--- src/rtl/cyc5_pkg.sv ---
package cyc5_pkg;
  localparam int CODE_W = 3;
  localparam int LOOP_LEN = 5;
  typedef logic [CODE_W-1:0] code_t;

  localparam code_t CODE_RESET = 3'b000;
  localparam code_t CODE_L1    = 3'b010;
  localparam code_t CODE_L2    = 3'b011;
  localparam code_t CODE_L3    = 3'b101;
  localparam code_t CODE_L4    = 3'b110;

  localparam int BIT_A = 0;
  localparam int BIT_B = 1;
  localparam int BIT_C = 2;
endpackage

--- src/rtl/cyc5_next.sv ---
module cyc5_next
  import cyc5_pkg::*;
(
  input  code_t cur,
  output code_t nxt
);
  logic a, b, c;

  always_comb begin
    a = cur[BIT_A];
    b = cur[BIT_B];
    c = cur[BIT_C];
    nxt = '0;
    nxt[BIT_C] = a;
    nxt[BIT_B] = ~b | (~a & ~c);
    nxt[BIT_A] = b & ~c;
  end
endmodule

--- src/rtl/cyc5_legal.sv ---
module cyc5_legal
  import cyc5_pkg::*;
(
  input  code_t code,
  output logic  is_loop
);
  always_comb begin
    unique case (code)
      CODE_RESET, CODE_L1, CODE_L2, CODE_L3, CODE_L4: is_loop = 1'b1;
      default:                                        is_loop = 1'b0;
    endcase
  end
endmodule

--- src/rtl/cyc5_counter.sv ---
module cyc5_counter
  import cyc5_pkg::*;
(
  input  logic              clk,
  input  logic              rst,
  input  logic              load_en,
  input  logic [CODE_W-1:0] load_code,
  output logic [CODE_W-1:0] code_q,
  output logic              legal_q
);
  code_t state_q;
  code_t step_d;
  code_t state_d;
  logic  legal_d;

  cyc5_next u_next (
    .cur (state_q),
    .nxt (step_d)
  );

  always_comb begin
    if (load_en) state_d = load_code;
    else         state_d = step_d;
  end

  cyc5_legal u_legal (
    .code    (state_d),
    .is_loop (legal_d)
  );

  always_ff @(posedge clk) begin
    if (rst) begin
      state_q <= CODE_RESET;
      legal_q <= 1'b1;
    end else begin
      state_q <= state_d;
      legal_q <= legal_d;
    end
  end

  assign code_q = state_q;
endmodule

--- config.mk ---
export PLATFORM = sky130hd
export DESIGN_NAME = cyc5_counter
export DESIGN_NICKNAME = d
export VERILOG_FILES = /design/src/rtl/cyc5_pkg.sv /design/src/rtl/cyc5_next.sv /design/src/rtl/cyc5_legal.sv /design/src/rtl/cyc5_counter.sv
export SDC_FILE = /design/constraint.sdc
export NUM_CORES = 1
export LEC_CHECK = 0
export ABC_AREA = 0
export BUFFER_PORTS_ARGS = -buffer_cell sky130_fd_sc_hd__buf_2
export CAP_MARGIN = 30
export CORE_AREA = 2 2 39 41
export CTS_CLUSTER_SIZE = 40
export DETAILED_ROUTE_END_ITERATION = 10
export DIE_AREA = 0 0 41 43
export GPL_TIMING_DRIVEN = 0
export SLEW_MARGIN = 30
export SYNTH_ARGS = -nofsm -noshare
export SYNTH_HDL_FRONTEND = slang
export SYNTH_HIERARCHICAL = 1
export SYNTH_SLANG_ARGS = --single-unit
--- constraint.sdc ---
create_clock -name clk -period 1.4 [get_ports clk]
set_input_delay 0.28 -clock clk [delete_from_list [all_inputs] [get_ports clk]]
set_output_delay 0.28 -clock clk [all_outputs]
set_load 0.005 [all_outputs]
==> out/results.ini <==
[power_and_ir_drop]
leakagePower_uw=0.0001451
report.power.total_uw=335.1
max-vdd-ir-drop_mv=0.2488
power_per_cell_area_nw_per_um2=1111

[logic_synthesis]
synth_top_area_share_pct=41.29
ys_ff_latch=4
ys.warnings.count=6
synthesis.instances=17
synthDominantAreaCellType=sky130_fd_sc_hd__dfxtp_1
post_synth_main_area_contributors=sky130_fd_sc_hd__dfxtp_1 41%, sky130_fd_sc_hd__mux2_4 15%, sky130_fd_sc_hd__nor2b_1 9.7%
syn-mean-instance-area_um2=11.41
postSynthNetCount=23
ys_seq_area_share_pct=41.29
netlist_area_pre_place_um2=193.9
synth_cell_type_count=11

[sta]
hold_violations=0
clock-skew-final_ns=0.0009011
fin_crit_sh_pct=94.72
setup_tns_ns=0
final.setup.worst_slack_ns=0.07389
worst_slew_margin_relative_to_its_limit_pct=91.86
fmax_achieved_mhz=754.1
max_slew.worst_pin.slew_ns=0.1215
post-route-min-period_ns=1.326
hold_slack_ns=0.2640
setup_repair_after_global_routing_missed_its_margin=false
setup_viol=0
final_max_slew_viol_count=0

[floorplanning]
core.rowCount=14
core-area_um2=1384
io-pin-count=10
die_area_um2=1763
floorplan.initialDensity_pct=14.01
die-width_um=41
die_height_um=43

[final_layout]
n_fill_cell=158
area_grow_syn2layout_pct=55.48
antenna_cells_inserted=0
drive_gt1_share_pct=79.31
num-nets-final=37

[global_route]
gr-max-usage-layer=met3
grt_antenna_before_repair=0
wire_length_of_the_first_global_routing_pass_um=600
groute.layer.met3.usage_pct=7.853
met2_usage_pct=7.500
met1_track_demand_over_resource_pct=4.502
grt_max_degree=5
grt_pass1_vias=160
grt_remaining_overflow=0
grt_use_total_pct=6.225

[job]
number_of_violations_of_the_max_capacitance_limit=0

[worst_setup_path]
worstSetupStartpointType=flop
reg2reg_slack_ns=0.07
critical_path.max_fanout=3
worst_setup_path_end_kind=flop
arrival_ns=1.44
critPathRequiredTime_ns=1.51
criticalPathCategory=reg -> reg

[routing]
initial_drc_count=0
drcViolationCount=0
wl_per_cell_um=8.933
drtPass1Iterations=1
drt.antenna.violating_nets=0
routed_via_density=3.689
overall_via_count_from_detail_route=166
drt_wl_total_um=402

[clock_network]
postCtsSetupBuffers=0
cts_sinks=4
tritoncts=done
htreeDepth=1
clk_pin_slew_worst_paths_ns=0.04
cts-buffers-inserted=3
ctsRootBufferMaster=sky130_fd_sc_hd__clkbuf_4
max-clock-path-buffers=2
worstSkewPairLatency_ns=0.23

[place]
io_buf_count=9
globalplace.congestion=0.6413
post-place-ws_ns=-0.009506

[status]
status=complete, no violations

[min_path]
timing.hold.worst.class=in -> reg

==> power by group <==
part | leakage (uW) | internal (uW) | switching [uW] | total (uW)
combinational | 0.0000973 | 41.5 | 23.8 | 65.3
clock | 0.0000138 | 95.8 | 45.2 | 141
sequential | 0.0000340 | 124 | 4.53 | 129
==> kinds of logic after synthesis <==
| kind of cell | count (synthesis) | synth area share, % |
|---|---|---|
| and+or+nand+nor | 6 | 23.87 |
| buffers and inverters | 1 | 3.872 |
| xor gates and xnor gates | 1 | 4.517 |
| muxes | 3 | 21.29 |
| AOI/OAI and AO/OA | 2 | 5.156 |
| DFF | 4 | 41.29 |
==> cells in the final DEF, fill, tap and decap left out <==
cell type                  n
sky130_fd_sc_hd__mux2_4    3
sky130_fd_sc_hd__or2_2     1
sky130_fd_sc_hd__dfxtp_2   3
sky130_fd_sc_hd__nor3b_2   1
sky130_fd_sc_hd__a21oi_1   1
sky130_fd_sc_hd__nor2b_1   3
sky130_fd_sc_hd__nor2b_4   1
sky130_fd_sc_hd__buf_2     9
sky130_fd_sc_hd__clkbuf_4  3
sky130_fd_sc_hd__dfxtp_1   1
sky130_fd_sc_hd__buf_4     1
sky130_fd_sc_hd__o21ai_1   1
sky130_fd_sc_hd__xnor2_2   1
==> worst paths after layout <==
kind	cells after the start	endpoint	startpoint
worst max-delay path	5	legal_q	code_q[1]
worst min-delay path	2	code_q[1]	rst
worst max register to register	5	legal_q	code_q[1]
worst min register to register	3	code_q[1]	code_q[1]
==> flip-flops by register name, indices dropped and copies added (netlist names) <==
name,cells
legal_q,1
code_q,3
==> per-stage QoR <==
step | area, um^2 | util [%] | cells
2_1_floorplan | 193.9 | - | 17
3_3_place_gp | 259.0 | 18.72 | 42
3_5_place_dp | 259.0 | 18.72 | 42
4_1_cts | 281.5 | 20.34 | 45
5_1_grt | 301.5 | 21.79 | 45
6_report | 301.5 | 21.79 | 45
==> metal layers <==
metal	routed length [um]	part of all wire, %
met4	0	0
met2	187	47
met5	0	0
met1	166	41
met3	48	12
==> synthesized netlist by cell type <==
cell type	n
sky130_fd_sc_hd__nor3b_1	1
sky130_fd_sc_hd__o21ai_1	1
sky130_fd_sc_hd__nor2b_1	3
sky130_fd_sc_hd__or2_2	1
sky130_fd_sc_hd__xnor2_1	1
sky130_fd_sc_hd__dfxtp_1	4
sky130_fd_sc_hd__buf_4	1
sky130_fd_sc_hd__nor2b_4	1
sky130_fd_sc_hd__a21oi_1	1
sky130_fd_sc_hd__mux2_4	2
sky130_fd_sc_hd__mux2_2	1
==> critical path: stages, from the launching register on <==
cell and delay (ns):
sky130_fd_sc_hd__dfxtp_2 0.31, sky130_fd_sc_hd__nor2b_1 0.12, sky130_fd_sc_hd__mux2_4 0.29, sky130_fd_sc_hd__xnor2_2 0.15
sky130_fd_sc_hd__a21oi_1 0.08, sky130_fd_sc_hd__or2_2 0.26
==> what timing repair did <==
item	4_1_cts	5_1_grt
resized for setup	0	6
setup endpoints to repair	0	1
hold buffers	0	0
==> cell type report <==
cell class | instances | area (um^2) | area share (%)
Clock buffer | 3 | 22.52 | 7.469
Tap cell | 16 | 20.02 | 6.639
Multi-Input combinational cell | 12 | 122.6 | 40.66
Buffer | 1 | 7.507 | 2.490
Sequential cell | 4 | 83.83 | 27.80
Timing Repair Buffer | 9 | 45.04 | 14.94
Note: power is estimated with default switching activity, not from simulation.
